$ cat src/rtl/burst_addr_pkg.sv
package burst_addr_pkg;
    localparam int BEAT_W = 2;

    typedef enum logic [0:0] {
        ST_IDLE  = 1'b0,
        ST_BURST = 1'b1
    } bag_state_e;

    typedef enum logic [1:0] {
        T_NONE   = 2'd0,
        T_START  = 2'd1,
        T_RELOAD = 2'd2,
        T_STEP   = 2'd3
    } bag_trans_e;
endpackage

$ cat src/rtl/bag_base_reg.sv
module bag_base_reg #(
    parameter int AW = 20
) (
    input  logic          clk,
    input  logic          rst_n,
    input  logic          cap_en,
    input  logic          cap_by_p,
    input  logic [AW-1:0] addr_in,
    output logic [AW-1:0] base_q,
    output logic          by_p_q
);
    always_ff @(posedge clk) begin
        if (!rst_n) begin
            base_q <= '0;
            by_p_q <= 1'b0;
        end else if (cap_en) begin
            base_q <= addr_in;
            by_p_q <= cap_by_p;
        end
    end
endmodule

$ cat src/rtl/bag_beat_ctr.sv
module bag_beat_ctr
    import burst_addr_pkg::*;
(
    input  logic              clk,
    input  logic              rst_n,
    input  logic              clr,
    input  logic              inc,
    output logic [BEAT_W-1:0] cnt_q
);
    always_ff @(posedge clk) begin
        if (!rst_n) begin
            cnt_q <= '0;
        end else if (clr) begin
            cnt_q <= '0;
        end else if (inc) begin
            cnt_q <= cnt_q + 1'b1;
        end
    end
endmodule

$ cat src/rtl/bag_order_map.sv
module bag_order_map
    import burst_addr_pkg::*;
(
    input  logic              interleave,
    input  logic [BEAT_W-1:0] start,
    input  logic [BEAT_W-1:0] cnt,
    output logic [BEAT_W-1:0] low_bits
);
    logic [BEAT_W-1:0] lin_bits;
    logic [BEAT_W-1:0] xor_bits;

    assign lin_bits = start + cnt;

    for (genvar i = 0; i < BEAT_W; i++) begin : g_xor
        assign xor_bits[i] = start[i] ^ cnt[i];
    end

    assign low_bits = interleave ? xor_bits : lin_bits;
endmodule

$ cat src/rtl/burst_addr_gen.sv
module burst_addr_gen
    import burst_addr_pkg::*;
#(
    parameter int AW = 20
) (
    input  logic          clk,
    input  logic          rst_n,
    input  logic [AW-1:0] addr_in,
    input  logic          strb_p_n,
    input  logic          strb_c_n,
    input  logic          adv_n,
    input  logic          order_sel,
    output logic [AW-1:0] addr_out,
    output logic [1:0]    beat,
    output logic          burst_active,
    output logic          load_by_p
);
    localparam int HI_W = AW - BEAT_W;

    bag_state_e        state_q, state_d;
    bag_trans_e        trans;
    logic              cap_en;
    logic              step_en;
    logic [AW-1:0]     base_q;
    logic [BEAT_W-1:0] cnt_q;
    logic [BEAT_W-1:0] low_bits;

    assign cap_en = !strb_p_n || !strb_c_n;

    always_comb begin
        state_d = state_q;
        trans   = T_NONE;
        unique case (state_q)
            ST_IDLE: begin
                if (cap_en) begin
                    state_d = ST_BURST;
                    trans   = T_START;
                end
            end
            ST_BURST: begin
                if (cap_en) begin
                    trans = T_RELOAD;
                end else if (!adv_n) begin
                    trans = T_STEP;
                end
            end
            default: state_d = ST_IDLE;
        endcase
    end

    always_ff @(posedge clk) begin
        if (!rst_n) state_q <= ST_IDLE;
        else        state_q <= state_d;
    end

    assign step_en = (trans == T_STEP);

    bag_base_reg #(.AW(AW)) u_base (
        .clk      (clk),
        .rst_n    (rst_n),
        .cap_en   (cap_en),
        .cap_by_p (!strb_p_n),
        .addr_in  (addr_in),
        .base_q   (base_q),
        .by_p_q   (load_by_p)
    );

    bag_beat_ctr u_ctr (
        .clk   (clk),
        .rst_n (rst_n),
        .clr   (cap_en),
        .inc   (step_en),
        .cnt_q (cnt_q)
    );

    bag_order_map u_map (
        .interleave (order_sel),
        .start      (base_q[BEAT_W-1:0]),
        .cnt        (cnt_q),
        .low_bits   (low_bits)
    );

    always_comb begin
        addr_out     = {base_q[AW-1 -: HI_W], low_bits};
        beat         = cnt_q;
        burst_active = (state_q == ST_BURST);
    end
endmodule

$ cat config.mk
export PLATFORM = sky130hd
export DESIGN_NAME = burst_addr_gen
export DESIGN_NICKNAME = d
export VERILOG_FILES = /design/src/rtl/burst_addr_pkg.sv /design/src/rtl/bag_base_reg.sv /design/src/rtl/bag_beat_ctr.sv /design/src/rtl/bag_order_map.sv /design/src/rtl/burst_addr_gen.sv
export SDC_FILE = /design/constraint.sdc
export NUM_CORES = 1
export LEC_CHECK = 0
export ABC_AREA = 1
export BUFFER_PORTS_ARGS = -buffer_cell sky130_fd_sc_hd__buf_2
export CORE_ASPECT_RATIO = 0.8
export CORE_UTILIZATION = 49
export CTS_BUF_LIST = sky130_fd_sc_hd__clkbuf_16
export CTS_CLUSTER_SIZE = 40
export DETAILED_ROUTE_END_ITERATION = 10
export HOLD_SLACK_MARGIN = 0.15
export PLACE_DENSITY = 0.89
export SYNTH_ARGS = -nofsm -noshare
export SYNTH_HDL_FRONTEND = slang
export SYNTH_HIERARCHICAL = 1
export SYNTH_SLANG_ARGS = --single-unit
export TNS_END_PERCENT = 5
$ cat constraint.sdc
create_clock -name clk -period 1.71 [get_ports clk]
set_clock_uncertainty 0.05 [all_clocks]
set_input_delay 0.0855 -clock clk [delete_from_list [all_inputs] [get_ports clk]]
set_output_delay 0.0855 -clock clk [all_outputs]
set_load 0.01 [all_outputs]
==> metrics.txt, run 1 <==
Post-CTS Hold Buffers=22; first-pass GRT wire length=3.82 mm; top-level I/O count=50; Die Span X=55.2 um; cell area after synthesis=about 1100 um^2; Resized cells post-CTS=0; hold_sp=rst_n; Pwr Total=around 0.0013 W; final WL=between 2 and 2.5 mm; antenna violations before repair=0; num rows=15; DR vias=between 1000 and 1500; post-synth top area cell=dfxtp_1; Final Setup Violations=0; Core ar.=approximately 2100 um^2; Synth Warn #=6; Hold Path End=burst_active; Worst setup EP type=flip-flop; WP data arrival=1.53 ns; DRT met1 WL=1.01 mm; routed length on met2=about 1.3 mm; pin count of the biggest net entering global routing=24; clock tree from TritonCTS=yes; CTS HTree Levels=1; Congestion Overflow GR=0; Setup TNS=0 ns; Yosys top cell area share=a little over two fifths; Area growth syn-to-layout=46.9%; final hold slack=roughly 0.21 ns; reg2reg path depth=5; vias in the first global route=between 900 and 1000; fin crit share=between 80 and 90%; worst-path fanout max=20; worst r2r src=burst_active; RSZ-0062 raised after global routing=no; Mapped Cells=171; final hold violations=0; outcome=finished clean; RR Endpoint=u_ctr/cnt_q[1]; post-synth cell types=12; Required @ worst endpoint=1.81 ns; max_cap viols=0; postcts setup bufs=0; Synth Register Bits=24; Mean Syn Cell Area=6.48 um^2; dpl ws=around 0.57 ns; Synth area leaders=dfxtp_1, nand2_1, nor2_1, inv_1, buf_6; sequential share of the synthesized area=43.4%; Worst-Skew Late Latency=between 0.2 and 0.3 ns; commonest non-fill, non-tap cell in the layout=nand2_1; Post-layout nets=about 270; DR pass1 iterations=4; Antenna Diode Count=0; met3 routed WL=80 um; Max VDD drop=between 800 and 900 uV; routed length per instance=roughly 9.0 um; post-layout util=between 70% and 80%; Sink Count=24; Worst R2R Setup Slack=around 0.7 ns; DR top layer=met4; drt drc=0; Root Driver=clkbuf_16; Crit. Startpoint=strb_p_n; CTS clock-pin slew for the worst setup and hold paths=0.06 ns; Tot GR Track Use=between 20 and 25%; CTS buffer count=3; fillers=around 180; HP Class=input port to flip-flop; Crit Path Category=input port to flip-flop; LEAKAGE=0.982 nW; initial core utilization=between 50% and 60%; slack of the critical path=approximately 0.28 ns; ANT nets after route=0; Die Y=about 45 um; Final GP Congestion=around 0.65; proportion of layout cells with a drive suffix above 1=between 20% and 30%; Vias/cell=4.32; fmax=697 MHz; die area=approximately 2500 um^2; hold path cells=3; DP Wirelength=between 1 and 1.5 mm; slew at the pin closest to its max-slew limit=0.404 ns; pwr/cell area=approximately 800 nW/um^2; Max transition margin=around three quarters; max-slew violation count=0; CP Launch Type=input port; Max Buffers Root-to-Sink=2; Initial DRC Count=11; Final min period=1.43 ns; Buffers on Ports=49; most frequent cells in the layout=nand2_1, buf_2, nor2_1, inv_1, dfxtp_1; Net Count, Synth=198
worst max path at each step:
stage,endpoint,slack [ns],cells after the start
detailed placement,addr_out[1],0.57,7
global route,u_base/base_q[12],0.15,7
global placement,addr_out[1],0.59,7
floorplan,addr_out[1],0.68,6
finish,u_base/base_q[12],0.28,7
CTS,u_base/base_q[12],0.29,7
sequential cells by signal (all words and copies together) (netlist names):
register and cells:
u_base/by_p_q 1, u_ctr/cnt_q 2, u_base/base_q 20, burst_active 1
area by class of cell:
class                      count  area (um^2)  area share (%)
clock buffer                   3         75.1            4.62
clock inverter                 1         3.75           0.231
inverter                      32          120            7.38
multi-input combinational    108          435            26.8
sequential                    24          480            29.5
tap                           25         31.3            1.92
timing repair buffer          73          480            29.5
metal layers:
metal,GRT usage (%),vias to the layer above
met1,21.8,489
met5,0,-
met2,41.2,31
met3,6.19,4
met4,10.0,0
li1,-,625
per-stage QoR:
step	std cells	cell area [um^2]
after floorplan	171	1110
after global placement	240	1330
after CTS	266	1630
final	266	1630
after detailed placement	240	1330
after global routing	266	1630
report_power, final:
part / switching (W) / internal, W
combinational: 0.000114 / 0.000114
sequential: 0.0000185 / 0.000597
clock: 0.000179 / 0.000312
cells in the mapped netlist:
master   instances
nand2_1         52
nor2_1          46
inv_1           32
dfxtp_1         24
buf_6            5
nand3_1          4
buf_4            2
nor2_2           2
a21oi_1          1
ha_1             1
nand2_2          1
nor2_4           1
cell families after synthesis:
logic type / share of synthesized area [%]
buf+inv: 17.3
fa+ha+maj: 1.13
simple gates: 37.7
flops: 43.4
compound gates: 0.452
worst max-delay path: stages:
cell and delay, ns:
dlygate4sd3_1 0.53, buf_2 0.14, nand2_2 0.31, buf_4 0.28, nand2_1 0.07, nand2_1 0.06
nor2_1 0.05
(Power assumes the default switching activity.)
==> inputs of run 2 (changes only) <==
- CORE_UTILIZATION: 49 -> 45
- PLACE_DENSITY: 0.89 -> 0.83
- clock period: 1.71 -> 1.4 ns (I/O delays scaled with it)
==> run 2 against run 1 <==
The run now ends with DRC left. Power is 23% higher. Non-clock buffer count is 9 higher. Die area is 8.5% higher. Worst setup slack worse by 0.22 ns. First-iteration DRC count grew to 5.0 times the previous value. Utilization is 1.2 points higher. Via count is 4.1% higher. Sequential cell count stayed put. Cell count is 3.4% higher. Combinational power is 33% higher. Sequential share of layout area is 1.5 points lower. Critical endpoint is now u_base/base_q[19]. Largest cell class is now buffers.
==> metrics.txt, run 2 (synthesis gave the netlist of run 1 again) <==
DR vias=1196 (was 1149); Congestion Overflow GR=0 (unchanged); CTS buffer count=3 (unchanged); Tot GR Track Use=20.8% (was 22.0%); routed length on met2=1.33 mm (was 1.27 mm); dpl ws=0.274 ns (was 0.572 ns); worst r2r src=burst_active (unchanged); Worst-Skew Late Latency=0.25 ns (about the same); fin crit share=95.9%; outcome=finished with violations (was finished clean); LEAKAGE=1.03 nW (was 0.982 nW); drt drc=3 (was 0); HP Class=input port to flip-flop (unchanged); CTS HTree Levels=1 (unchanged); hold path cells=3 (unchanged); CTS clock-pin slew for the worst setup and hold paths=0.06 ns (about the same); num rows=15 (unchanged); final hold violations=0 (unchanged); pin count of the biggest net entering global routing=27 (was 24); Core ar.=2230 um^2 (was 2140 um^2); Worst setup EP type=flip-flop (unchanged); Antenna Diode Count=0 (unchanged); clock tree from TritonCTS=yes (unchanged); slack of the critical path=0.0567 ns (was 0.276 ns); met3 routed WL=87 um (was 80 um); Crit Path Category=input port to flip-flop (unchanged); hold_sp=rst_n (unchanged); initial core utilization=49.6% (was 51.8%); first-pass GRT wire length=4.22 mm (was 3.82 mm); failing checks=DRC; Max VDD drop=671 uV (was 817 uV); proportion of layout cells with a drive suffix above 1=24.0% (was 24.1%); Die Span X=57.5 um (was 55.2 um); Root Driver=clkbuf_16 (unchanged); Max Buffers Root-to-Sink=2 (unchanged); DR pass1 iterations=7 (was 4); die area=2660 um^2 (was 2460 um^2); antenna violations before repair=0 (unchanged); DP Wirelength=1.56 mm (was 1.40 mm); max FFs per register=20 (unchanged); Initial DRC Count=55 (was 11); Buffers on Ports=49 (unchanged); Most flops, register=u_base/base_q (unchanged); Max transition margin=83.4% (was 73.0%); worst-path fanout max=1 (was 20); Sink Count=24 (unchanged); Final GP Congestion=0.691 (was 0.649); slew at the pin closest to its max-slew limit=0.248 ns (was 0.404 ns); routed length per instance=9.16 um (was 9.03 um); pwr/cell area=955 nW/um^2 (was 821 nW/um^2); reg2reg path depth=5 (unchanged); DR top layer=met4 (unchanged); ANT nets after route=0 (unchanged); Final Setup Violations=0 (unchanged); cell area after placement=1340 um^2 (was 1330 um^2); Post-layout nets=278 (was 269); Die Y=46.4 um (was 44.5 um); CP Launch Type=input port (unchanged); top-level I/O count=50 (unchanged); Vias/cell=4.35 (was 4.32); commonest non-fill, non-tap cell in the layout=nand2_1 (unchanged); max_cap viols=0 (unchanged); Crit. Startpoint=addr_in[19] (was strb_p_n); fillers=177 (was 178); fmax=about 740 MHz; WP data arrival=1.44 ns (was 1.53 ns); most frequent cells in the layout=nand2_1, buf_2, nor2_1, inv_1, dlygate4sd3_1 (was nand2_1, buf_2, nor2_1, inv_1, dfxtp_1); Final min period=roughly 1.3 ns; Area growth syn-to-layout=55.8% (was 46.9%); Required @ worst endpoint=1.50 ns (was 1.81 ns); final WL=2.52 mm (was 2.40 mm); Pwr Total=0.00165 W (was 0.00133 W); RSZ-0062 raised after global routing=yes (was no); DRT met1 WL=1.08 mm (was 1.01 mm); biggest regs=u_base/base_q (20), u_ctr/cnt_q (2) (unchanged); max-slew violation count=0 (unchanged); vias in the first global route=1038 (was 975); Design Area, Final=1730 um^2 (was 1630 um^2)
## run 2: cell types whose count changed in the layout (fill, tap and decap cells not counted)
cell            change
dlymetal6s4s_1      +3
dfxtp_4             +1
dlygate4sd3_1       +5
dfxtp_1             -1
buf_4               +1
## run 2: what timing repair did
item	in CTS	in global routing
hold buffers	31	0
buffers inserted	0	0
endpoints found under the hold margin	24	0
setup endpoints to repair	0	5
resized for setup	0	5
## run 2: worst paths after layout
kind,to,slack [ns]
max reg2reg,u_ctr/cnt_q[1],0.39
max,u_base/base_q[19],0.06
min,u_base/base_q[17],0.14
min reg2reg,u_base/base_q[12],0.42
## run 2: layout make-up
cell class	count	area, um^2	area share (%)
repair buffers	82	576	33.4
flip-flops and latches	24	484	28.1
multi-input cells	108	435	25.2
inverters	32	120	6.96
clock buffers	3	75.1	4.35
well taps	25	31.3	1.81
clock inverters	1	3.75	0.218
## run 2: critical path, stage by stage
cell,delay (ns)
dlygate4sd3_1,0.54
buf_2,0.12
inv_1,0.04
nand2_1,0.04
nand2_1,0.05
dlygate4sd3_1,0.54
nor2_1,0.04
## run 2: where the power goes
part	internal (W)	leakage, nW	switching [W]
Sequential	0.000728	0.200	0.0000236
Combinational	0.000161	0.794	0.000143
Clock	0.000380	0.0385	0.000211
## run 2: routing by layer
| metal | global-route usage, % | vias up |
|---|---|---|
| met2 | 42.6 | 27 |
| li1 | - | 641 |
| met1 | 22.3 | 526 |
| met5 | 0 | - |
| met4 | 4.39 | 0 |
| met3 | 4.49 | 2 |
## run 2: through the flow
stage                     cells  hold slack, ns  TNS [ns]  util, %
final                       275           0.136         0     77.3
after floorplan             171           0.132         0        -
after CTS                   276           0.221         0     77.2
after global routing        275           0.148   -0.0112     77.3
after global placement      241           0.305         0     59.8
after detailed placement    241           0.311         0     59.8
==> inputs of run 3 (changes only) <==
- PLACE_DENSITY: 0.83 -> 0.77
==> run 3 against run 2 <==
The flow still finishes with violations (DRC). Register-to-register slack lost 0.05 ns. Critical endpoint is now addr_out[1]. Non-clock buffer count is 10 lower. Global-route usage shrank 1.4 points. Wire length decreased by 0.40%. Power decreased by 0.97%. Utilization fell by 4.1 points. Clock power up 0.8%. Sequential cell count unchanged. Maximum frequency grew 2.2%. Hold slack improved by 0.051 ns. Cell count decreased by 3.6%.
==> metrics.txt, run 3 (synthesis gave the netlist of run 1 again) <==
clock tree from TritonCTS=yes (unchanged); commonest non-fill, non-tap cell in the layout=nand2_1 (unchanged); Worst-Skew Late Latency=0.25 ns (about the same); crit-path cells=ha_1 > inv_1 > nor2_1 > nand3_1 > nand2_1 > inv_1 > buf_2 (was dlygate4sd3_1 > buf_2 > inv_1 > nand2_1 > nand2_1 > dlygate4sd3_1 > nor2_1); Vias/cell=4.28 (was 4.35); pin count of the biggest net entering global routing=37 (was 27); Worst R2R Setup Slack=0.34 ns (was 0.39 ns); max_cap viols=0 (unchanged); Area growth syn-to-layout=47.5% (was 55.8%); final WL=2.51 mm (was 2.52 mm); antenna violations before repair=0 (unchanged); Setup TNS=0 ns (unchanged); fmax=761 MHz (was 744 MHz); proportion of layout cells with a drive suffix above 1=24.2% (was 24.0%); Final min period=1.31 ns (was 1.34 ns); Die Y=46.4 um (unchanged); Root Driver=clkbuf_16 (unchanged); final hold violations=0 (unchanged); most frequent cells in the layout=nand2_1, buf_2, nor2_1, inv_1, dfxtp_1 (was nand2_1, buf_2, nor2_1, inv_1, dlygate4sd3_1); Final GP Congestion=0.751 (was 0.691); Buffers on Ports=49 (unchanged); met2 usage=36.3% (was 42.6%); Critical Path Slowest Stage Cell=dfxtp_2 (was dlygate4sd3_1); max-slew violation count=0 (unchanged); DR vias=1134 (was 1196); Max transition margin=73.6% (was 83.4%); drt drc=3 (unchanged); num rows=15 (unchanged); failing checks=DRC (unchanged); Crit Path Category=flip-flop to primary output (was input port to flip-flop); HP Class=input port to flip-flop (unchanged); Antenna Diode Count=0 (unchanged); CP peak stage delay=0.38 ns (was 0.54 ns); Worst setup EP type=primary output (was flip-flop); die area=2660 um^2 (unchanged); Max VDD drop=935 uV (was 671 uV); Core ar.=2230 um^2 (unchanged); hold path cells=3 (unchanged); CP Launch Type=flip-flop (was input port); routed length per instance=9.46 um (was 9.16 um); max FFs per register=20 (unchanged); Congestion Overflow GR=0 (unchanged); outcome=finished with violations (unchanged); fillers=187 (was 177); Die Span X=57.5 um (unchanged); DR pass1 iterations=8 (was 7); fin crit share=93.9% (was 95.9%); Initial DRC Count=47 (was 55); first-pass GRT wire length=3.92 mm (was 4.22 mm); met1 global-route usage=22.1% (was 22.3%); Max Buffers Root-to-Sink=2 (unchanged); Final Setup Violations=0 (unchanged); top-level I/O count=50 (unchanged); Top delay family on crit path=flip-flops (was buffers and inverters); Tot GR Track Use=19.5% (was 20.8%); Required @ worst endpoint=1.28 ns (was 1.50 ns); pwr/cell area=999 nW/um^2 (was 955 nW/um^2); Buf/Inv on CP=3 (was 4); reg2reg path depth=6 (was 5); Most common cell on crit path=inv_1; slew at the pin closest to its max-slew limit=0.396 ns (was 0.248 ns); ANT nets after route=0 (unchanged); Post-layout nets=268 (was 278); slack of the critical path=0.0857 ns (was 0.0567 ns); Sink Count=24 (unchanged); DP Wirelength=1.49 mm (was 1.56 mm); CTS buffer count=3 (unchanged); Most flops, register=u_base/base_q (unchanged); CTS HTree Levels=1 (unchanged); vias in the first global route=957 (was 1038); WP data arrival=1.19 ns (was 1.44 ns); CTS clock-pin slew for the worst setup and hold paths=0.06 ns (about the same); RSZ-0062 raised after global routing=no (was yes); initial core utilization=49.6% (unchanged); LEAKAGE=0.983 nW (was 1.03 nW); dpl ws=0.301 ns (was 0.274 ns); worst-path fanout max=6 (was 1); biggest regs=u_base/base_q (20), u_ctr/cnt_q (2) (unchanged); critical path depth=7 (unchanged); postcts setup bufs=0 (unchanged); busiest grt layer=met2 (unchanged); met3 Usage GRT=5.62% (was 4.49%)
## run 3: path summary, 6_finish.rpt
path	start	end
max	u_ctr/cnt_q[0]	addr_out[1]
min	rst_n	u_base/base_q[17]
max reg2reg	burst_active	u_ctr/cnt_q[0]
min reg2reg	u_base/base_q[18]	u_base/base_q[18]
## run 3: worst min-delay path: cells and delay by family
| kind | cells | cell delay (ns) |
|---|---|---|
| buf+inv | 1 | 0.23 |
| simple gates | 2 | 0.14 |
## run 3: cell type report
type                       count  area (um^2)  share of cell area, %
timing repair buffer          72          485                   29.7
sequential                    24          482                   29.5
multi-input combinational    108          435                   26.7
inverter                      32          120                   7.36
clock buffer                   3         75.1                   4.60
tap                           25         31.3                   1.92
clock inverter                 1         3.75                  0.230
## run 3: power breakdown
group | switching [W] | leakage [nW] | total, W | internal, W
logic | 0.000140 | 0.745 | 0.000281 | 0.000142
clock network | 0.000216 | 0.0385 | 0.000596 | 0.000380
registers | 0.0000240 | 0.200 | 0.000754 | 0.000730
total | 0.000380 | 0.983 | 0.00163 | 0.00125
## run 3: per-layer routing
| layer | wire (um) | share of wire [%] |
|---|---|---|
| met2 | 1290 | 52 |
| met1 | 1100 | 44 |
| met5 | 0 | 0 |
| met3 | 102 | 4.1 |
| met4 | 11 | 0.44 |
## run 3: repair_timing
action,in CTS,in global routing
hold endpoints to repair,23,0
gates resized for setup,0,1
setup endpoints to repair,0,1
hold buffers,22,0
## run 3: metrics by stage
step                      std cells  util (%)  hold WS, ns  instance area [um^2]  power (W)
after floorplan                 171         -        0.132                  1110   0.000914
after global placement          239      59.7        0.304                  1330   0.000993
after detailed placement        239      59.7        0.313                  1330   0.000999
after CTS                       265      73.1        0.185                  1630    0.00164
after global routing            265      73.1        0.216                  1630    0.00172
final                           265      73.1        0.187                  1630    0.00163
